`config.mk`:
```
export PLATFORM = sky130hd
export DESIGN_NAME = packed_shl_unit
export DESIGN_NICKNAME = d
export VERILOG_FILES = /design/src/rtl/shl_pkg.sv /design/src/rtl/shl_count_sel.sv /design/src/rtl/shl_elem_shift.sv /design/src/rtl/shl_lane_merge.sv /design/src/rtl/packed_shl_unit.sv
export SDC_FILE = /design/constraint.sdc
export NUM_CORES = 2
export LEC_CHECK = 0
export BUFFER_PORTS_ARGS = -buffer_cell sky130_fd_sc_hd__buf_2
export CAP_MARGIN = 20
export CORE_AREA = 2 2 647 649
export CTS_CLUSTER_DIAMETER = 100
export DETAILED_ROUTE_END_ITERATION = 6
export DIE_AREA = 0 0 649 651
export PLACE_DENSITY = 0.37
export SETUP_SLACK_MARGIN = 0.05
export SKIP_CTS_REPAIR_TIMING = 1
export SLEW_MARGIN = 20
export SYNTH_ARGS = -nofsm -noshare
export SYNTH_HDL_FRONTEND = slang
export SYNTH_SLANG_ARGS = --single-unit
export TNS_END_PERCENT = 5
```
`constraint.sdc`:
```
create_clock -name clk -period 3.67 [get_ports clk]
set_input_delay 0.367 -clock clk [delete_from_list [all_inputs] [get_ports clk]]
set_output_delay 0.367 -clock clk [all_outputs]
set_load 0.05 [all_outputs]
```
`src/rtl/shl_pkg.sv`:
```
package shl_pkg;
    localparam logic [1:0] ES_16  = 2'd0;
    localparam logic [1:0] ES_32  = 2'd1;
    localparam logic [1:0] VL_128 = 2'd0;
    localparam logic [1:0] VL_256 = 2'd1;
    localparam int         CNT_W  = 64;
    localparam int         GRAN_W = 16;
endpackage

```
`src/rtl/shl_count_sel.sv`:
```
module shl_count_sel
    import shl_pkg::*;
(
    input  logic [CNT_W-1:0] reg_cnt,
    input  logic [7:0]       imm_cnt,
    input  logic             use_imm,
    input  logic [1:0]       elem_sz,
    output logic [5:0]       amt,
    output logic             sat
);
    logic [CNT_W-1:0] cnt_full;

    always_comb begin
        cnt_full = use_imm ? {{(CNT_W-8){1'b0}}, imm_cnt} : reg_cnt;
        amt      = cnt_full[5:0];
        // any bit at or above the element width saturates the result
        sat      = (|cnt_full[CNT_W-1:6])
                 | ((elem_sz == ES_16) & (|cnt_full[5:4]))
                 | ((elem_sz == ES_32) & cnt_full[5]);
    end
endmodule

```
`src/rtl/shl_elem_shift.sv`:
```
module shl_elem_shift
    import shl_pkg::*;
#(
    parameter int VW = 512
) (
    input  logic [VW-1:0] src_vec,
    input  logic          bcast_en,
    input  logic [1:0]    elem_sz,
    input  logic [5:0]    amt,
    input  logic          sat,
    output logic [VW-1:0] shifted
);
    localparam int NQ = VW / 64;

    logic [VW-1:0] src_b;

    always_comb begin
        if (bcast_en && elem_sz == ES_32)
            src_b = {(VW/32){src_vec[31:0]}};
        else if (bcast_en && elem_sz != ES_16)
            src_b = {NQ{src_vec[63:0]}};
        else
            src_b = src_vec;
    end

    for (genvar q = 0; q < NQ; q++) begin : g_quad
        logic [63:0] chunk, s16, s32, s64;
        assign chunk = src_b[q*64 +: 64];
        for (genvar h = 0; h < 4; h++) begin : g_half16
            assign s16[h*16 +: 16] = chunk[h*16 +: 16] << amt[3:0];
        end
        for (genvar k = 0; k < 2; k++) begin : g_half32
            assign s32[k*32 +: 32] = chunk[k*32 +: 32] << amt[4:0];
        end
        assign s64 = chunk << amt;
        assign shifted[q*64 +: 64] = sat ? 64'd0 :
                                     (elem_sz == ES_16) ? s16 :
                                     (elem_sz == ES_32) ? s32 : s64;
    end
endmodule

```
`src/rtl/shl_lane_merge.sv`:
```
module shl_lane_merge
    import shl_pkg::*;
#(
    parameter int VW = 512
) (
    input  logic [VW-1:0]        shifted,
    input  logic [VW-1:0]        dst_old,
    input  logic [VW/GRAN_W-1:0] wmask,
    input  logic                 mask_en,
    input  logic                 zero_fill,
    input  logic                 keep_upper,
    input  logic [1:0]           elem_sz,
    input  logic [1:0]           vec_len,
    output logic [VW-1:0]        result
);
    localparam int NG = VW / GRAN_W;

    logic [NG-1:0] lane_on;
    logic [NG-1:0] in_len;

    for (genvar g = 0; g < NG; g++) begin : g_gran
        logic mbit;
        assign mbit = (elem_sz == ES_16) ? wmask[g] :
                      (elem_sz == ES_32) ? wmask[g/2] : wmask[g/4];
        assign lane_on[g] = ~mask_en | mbit;
        assign in_len[g]  = (g < 8)
                          | ((g < 16) & (vec_len != VL_128))
                          | ((g < 32) & (vec_len != VL_128) & (vec_len != VL_256));
        assign result[g*GRAN_W +: GRAN_W] =
            in_len[g]  ? (lane_on[g] ? shifted[g*GRAN_W +: GRAN_W]
                                     : (zero_fill ? '0 : dst_old[g*GRAN_W +: GRAN_W]))
                       : (keep_upper ? dst_old[g*GRAN_W +: GRAN_W] : '0);
    end
endmodule

```
`src/rtl/packed_shl_unit.sv`:
```
module packed_shl_unit
    import shl_pkg::*;
#(
    parameter int VW = 512
) (
    input  logic                 clk,
    input  logic                 rst_n,
    input  logic                 in_valid,
    input  logic [VW-1:0]        src_vec,
    input  logic [VW-1:0]        dst_old,
    input  logic [CNT_W-1:0]     reg_cnt,
    input  logic [7:0]           imm_cnt,
    input  logic                 use_imm,
    input  logic [1:0]           elem_sz,
    input  logic [1:0]           vec_len,
    input  logic [VW/GRAN_W-1:0] wmask,
    input  logic                 mask_en,
    input  logic                 zero_fill,
    input  logic                 bcast,
    input  logic                 keep_upper,
    output logic                 out_valid,
    output logic [VW-1:0]        out_vec
);
    typedef struct packed {
        logic          vld;
        logic [VW-1:0] data;
    } pipe_t;

    pipe_t         st_d, st_q;
    logic [5:0]    amt;
    logic          sat;
    logic [VW-1:0] shifted;
    logic [VW-1:0] merged;

    shl_count_sel u_cnt (
        .reg_cnt (reg_cnt),
        .imm_cnt (imm_cnt),
        .use_imm (use_imm),
        .elem_sz (elem_sz),
        .amt     (amt),
        .sat     (sat)
    );

    shl_elem_shift #(.VW(VW)) u_shift (
        .src_vec  (src_vec),
        .bcast_en (bcast & use_imm),
        .elem_sz  (elem_sz),
        .amt      (amt),
        .sat      (sat),
        .shifted  (shifted)
    );

    shl_lane_merge #(.VW(VW)) u_merge (
        .shifted    (shifted),
        .dst_old    (dst_old),
        .wmask      (wmask),
        .mask_en    (mask_en),
        .zero_fill  (zero_fill),
        .keep_upper (keep_upper),
        .elem_sz    (elem_sz),
        .vec_len    (vec_len),
        .result     (merged)
    );

    always_comb begin
        st_d     = st_q;
        st_d.vld = in_valid;
        if (in_valid)
            st_d.data = merged;
    end

    always_ff @(posedge clk or negedge rst_n) begin
        if (!rst_n)
            st_q <= '0;
        else
            st_q <= st_d;
    end

    assign out_valid = st_q.vld;
    assign out_vec   = st_q.data;
endmodule

```
# --- Word-level counts from Yosys, hierarchy flattened ---
# Index checks and enable logic that the tools add are counted.
classes:
  eq_ne: 2
  shift: 56
  muxes: 185
  n_bitwise: 40
  reduce_logical: 7
ops:
  columns: ["cell", "count"]
  rows:
  - ["$mux 16", 112]
  - ["$mux 64", 25]
  - ["$mux 512", 2]
  - ["$shl 16x4->16", 32]
  - ["$shl 32x5->32", 16]
  - ["$shl 64x6->64", 8]
  - ["$reduce_or 58->1", 1]
  - ["$mux 1", 46]
  - ["$or 1x1->1", 35]
  - ["$and 1x1->1", 4]
  - ["$reduce_bool 2->1", 2]
  - ["$eq 2x1->1 const B", 1]
  - ["$logic_and 1x1->1", 2]
  - ["$logic_not 2->1", 1]
  - ["$ne 2x1->1 const B", 1]
  - ["$reduce_or 2->1", 1]
  - ["$not 1->1", 1]
totals:
  ff_bits: 513
  in_bits: 1140

# --- Logic depth before layout (Yosys ltp) ---
depth:
  ltp_word: 10
  ltp_mapped: 17
  ltp_nobuf: 9

# --- Hierarchy ---
# A second synthesis with hierarchy kept.
hier_totals:
  cells_unflattened: 8180
  area_unflattened_um2: 71640.0
modules_own_cells:
  columns: ["mod", "n_inst", "cells_each", "area_each_um2", "seq_area_each_um2"]
  rows:
  - ["shl_elem_shift", 1, 6264, 45678.8, 0.0]
  - ["packed_shl_unit", 1, 1083, 19252.2, 12837.3]
  - ["shl_lane_merge", 1, 801, 6426.2, 0.0]
  - ["shl_count_sel", 1, 32, 282.8, 0.0]

# --- Worst setup path before layout ---
# No wires, ideal clock.
synth_timing:
  kind: "input to register"
  start: "input port use_imm"
  end: "register st_q, in the netlist out_vec[217]"
  setup_time_ps: 124
  t_arrival_ps: 2968
  path_slack_ps: 578
  stages: 15
  path_buffers: 6
  path_cell_list: "buf_6 -> mux2_4 -> buf_6 -> buf_12 -> buf_8 -> buf_8 -> buf_6 -> mux4_2 -> mux2i_1 -> o22ai_1 -> a211oi_2 -> nand2_1 -> nand4_1 -> a21oi_1 -> a211o_1"
synth_via:
  elab_chain_cells: 10
synth_rtl:
  columns: ["item", "line", "text"]
  rows:
  - ["from (decl)", "packed_shl_unit.sv:13", "input logic use_imm,"]
  - ["$and 1x1->1", "packed_shl_unit.sv:46", ".bcast_en (bcast & use_imm),"]
  - ["$logic_and 1x1->1", "shl_elem_shift.sv:20", "else if (bcast_en && elem_sz != ES_16)"]
  - ["$mux 512", "shl_elem_shift.sv:20", null]
  - ["$mux 512", "shl_elem_shift.sv:18", "if (bcast_en && elem_sz == ES_32)"]
  - ["$shl 64x6->64 or $shl 32x5->32 (tied branches)", "shl_elem_shift.sv:35, shl_elem_shift.sv:33", null]
  - ["$mux 64", "shl_elem_shift.sv:38", "(elem_sz == ES_32) ? s32 : s64;"]
  - ["$mux 64", "shl_elem_shift.sv:37", "(elem_sz == ES_16) ? s16 :"]
  - ["$mux 64 (*)", "shl_elem_shift.sv:36", "assign shifted[q*64 +: 64] = sat ? 64'd0 :"]
  - ["$mux 16 (*) (2 in series)", "shl_lane_merge.sv:30", "in_len[g] ? (lane_on[g] ? shifted[g*GRAN_W +: GRAN_W]"]
  - ["to (signal assigned)", "packed_shl_unit.sv:76", "st_q <= st_d;"]
  - ["to (decl)", "packed_shl_unit.sv:29", "pipe_t st_d, st_q;"]
# Mark *: on every way between the ends. The rest lies on a longest branch, timed or not.
# A chain may end at the register's enable or synchronous reset.

# --- Worst setup path in the final report ---
layout_timing:
  start: "input port use_imm"
  end: "register st_q, in the netlist out_vec[312]"
# The elaborated chain is that of the path after synthesis.

==> reports/results.txt <==
Status: complete, but fails checks
Failing checks: negative hold slack, max-capacitance violations, max-slew violations, negative setup slack
CP max FO: 12
Routed length per instance: 55.8 µm
Critical R2R Capture: out_vec[312]
CTS root buffer: clkbuf_16
Final HPWL DP: 990000 µm
GRT Total Usage: 0.516
Largest net degree at the start of global routing: 131
Final #Nets: 15.9k
Num CTS Buffers: 81
H-tree depth reported by CTS: 3
FF/Latch Area: 0.0128 mm²
Die X: 649 µm
Final setup violation count: 23
Peak supply drop: 298 µV
Tmin final: 3.86 ns
Power per Cell Area: 409 mW/mm²
Critical path startpoint category: primary input
Final hold vios: 41
Commonest non-fill, non-tap cells in the layout: buf_4, buf_2, a21oi_1, nand2_1, nor2_1
Fin Setup TNS: -1.09 ns
Vias per cell: 6.10
Worst-Skew Late Latency: 0.83 ns
Antenna viol nets, final: 0
Crit. End Element: flop
Hold path start: dst_old[436]
Max Clock Skew: 0 ns
Share of layout cells above drive strength 1: 0.463
WL final: 1140000 µm
Distinct cells, synth: 103
Clock tree from TritonCTS: built
Mean Syn Cell Area: 7.58 µm²
Drt first-iter violations: 22.0k
RSZ-0062 raised after global routing: yes
Cells after Synth: 9573
Antenna violations before repair: 233
Post-synth EDFFs: 0
Fin. max-slew vios: 2
Io pins: 1653
Die area: 0.422 mm²
Final Util: 0.311
Mapped Nets: 10.7k
Reg2reg start: out_vec[312]
Crit path DAT: 4.56 ns
# fillers: 45.5k
Seq/Total Area, Yosys: 0.177
Final cycle utilization of the critical path: 1.05
Clock Sinks: 513
Global-route wire length before repair: 1400000 µm
Maximum root-to-sink buffer count: 4
Synth Register Bits: 513
Max frequency: 259 MHz
Syn Std Cell Area: 0.0725 mm²
Most common cell after layout, fill and taps aside: buf_4
Worst reg2reg path depth: 5
Max-cap violation count: 1
Fin Hold WS: -0.0882 ns
I/O Buffers: 1652
CORE AREA: 0.415 mm²
Tot Pwr: 52.8 mW
Worst-Margin Slew: 1.50 ns
Leakage power: 59.0 nW
Die height: 651 µm
Min-Delay Endpoint: out_vec[436]
Hold Crit Class: in -> reg
R2r setup slk: 1.14 ns
CP Data Required Time: 4.37 ns
Via count: 125k
Combined area of the multi-input logic cells: 0.0560 mm²
Pre-CTS setup slack: -1.50 ns
Initial Utilization: 0.175
Placer Congestion: 1.15
Layout Area Growth over Synthesis: 78.1%
Synth Warn #: 0
DRC: 0
FP Rows: 237
WS Path Type: in -> reg
Final setup margin: -0.191 ns
WHS Path Cells: 3
Total gr overflow: 0
Slew headroom: -0.00289
Asr flop ratio synth: 1.00
Ys flop type: dfrtp_1
TritonRoute pass-1 iters: 7
Setup crit start: use_imm
Clk slew on worst S/H paths: 0.06 ns
Number of global-route vias before repair: 113k
## cell families (layout without fill, tap and decap cells)
| logic type | Yosys count | after routing | share of synthesized area |
|---|---|---|---|
| AO/OA/AOI/OAI | 3756 | 3756 | 0.344 |
| buffers and inverters | 1100 | 6340 | 0.0727 |
| AND/OR/NAND/NOR | 2995 | 2995 | 0.179 |
| flip-flops | 513 | 513 | 0.177 |
| multiplexers | 1209 | 1209 | 0.228 |
| other | 0 | 195 | 0 |
## registers in the layout, summed over array words and instances (netlist names)
register	count
out_vec	512
out_valid	1
## Yosys cell counts, types with 107 or more instances
master,count,area [µm²]
clkbuf_1,578,2170
dfrtp_1,513,12800
o21ai_0,581,2910
and3_1,146,913
o221ai_1,107,937
a22oi_1,202,1520
nor3_1,120,601
a211oi_1,192,1440
mux2_2,197,2220
a21oi_1,1131,5660
a221oi_1,171,1500
buf_2,265,1330
a31oi_1,120,751
mux2i_1,674,6750
mux4_2,322,7250
nand2_1,1097,4120
o22ai_1,238,1490
o211ai_1,147,1100
nand3_1,196,981
nor2_1,1103,4140
## worst max path at each step
stage                         endpoint  depth (start not counted)
after global placement    out_vec[242]                         18
after detailed placement  out_vec[510]                         17
after global routing      out_vec[242]                         15
after floorplan           out_vec[217]                         15
final                     out_vec[312]                         15
after CTS                 out_vec[510]                         17
## metal layers
layer  vias to the layer above  wire (µm)  track usage  part of all wire
met5                         -        496            0           0.00043
met4                        62     109000        0.406             0.095
met3                      2598     128000        0.175              0.11
met2                     10812     445000        0.706              0.39
met1                     64064     461000        0.657              0.40
li1                      47471          -            -                 -
## where the power goes
| part | switching, mW | leakage, nW | internal [mW] |
|---|---|---|---|
| registers | 0.713 | 6.55 | 6.16 |
| logic | 25.1 | 51.1 | 12.6 |
| clock network | 3.63 | 1.25 | 4.61 |
## final cells by class
type,count,area share
Clock inverter,28,0.00238
Inverter,42,0.00129
Clock buffer,108,0.0175
Antenna cell,195,0.00378
Timing Repair Buffer,6162,0.389
Sequential cell,513,0.0994
Tap cell,5497,0.0532
Multi-Input combinational cell,7960,0.434
## stage by stage
stage,cells,area (µm²)
2_1_floorplan,9573,72500
3_3_place_gp,19813,122000
3_5_place_dp,19817,122000
4_1_cts,19953,124000
5_1_grt,20392,129000
6_report,20505,129000
## critical path: stages
cell       delay, ns
buf_4           0.21
buf_4           0.25
buf_4           0.23
mux2_8          0.49
buf_12          0.20
a221oi_1        0.20
buf_4           0.16
a21oi_1         0.04
nand2_1         0.10
o21ai_0         0.23
buf_4           0.26
a2111oi_1       1.29
nand4_1         0.20
buf_4           0.22
o21ai_0         0.06
(Power assumes the default switching activity.)
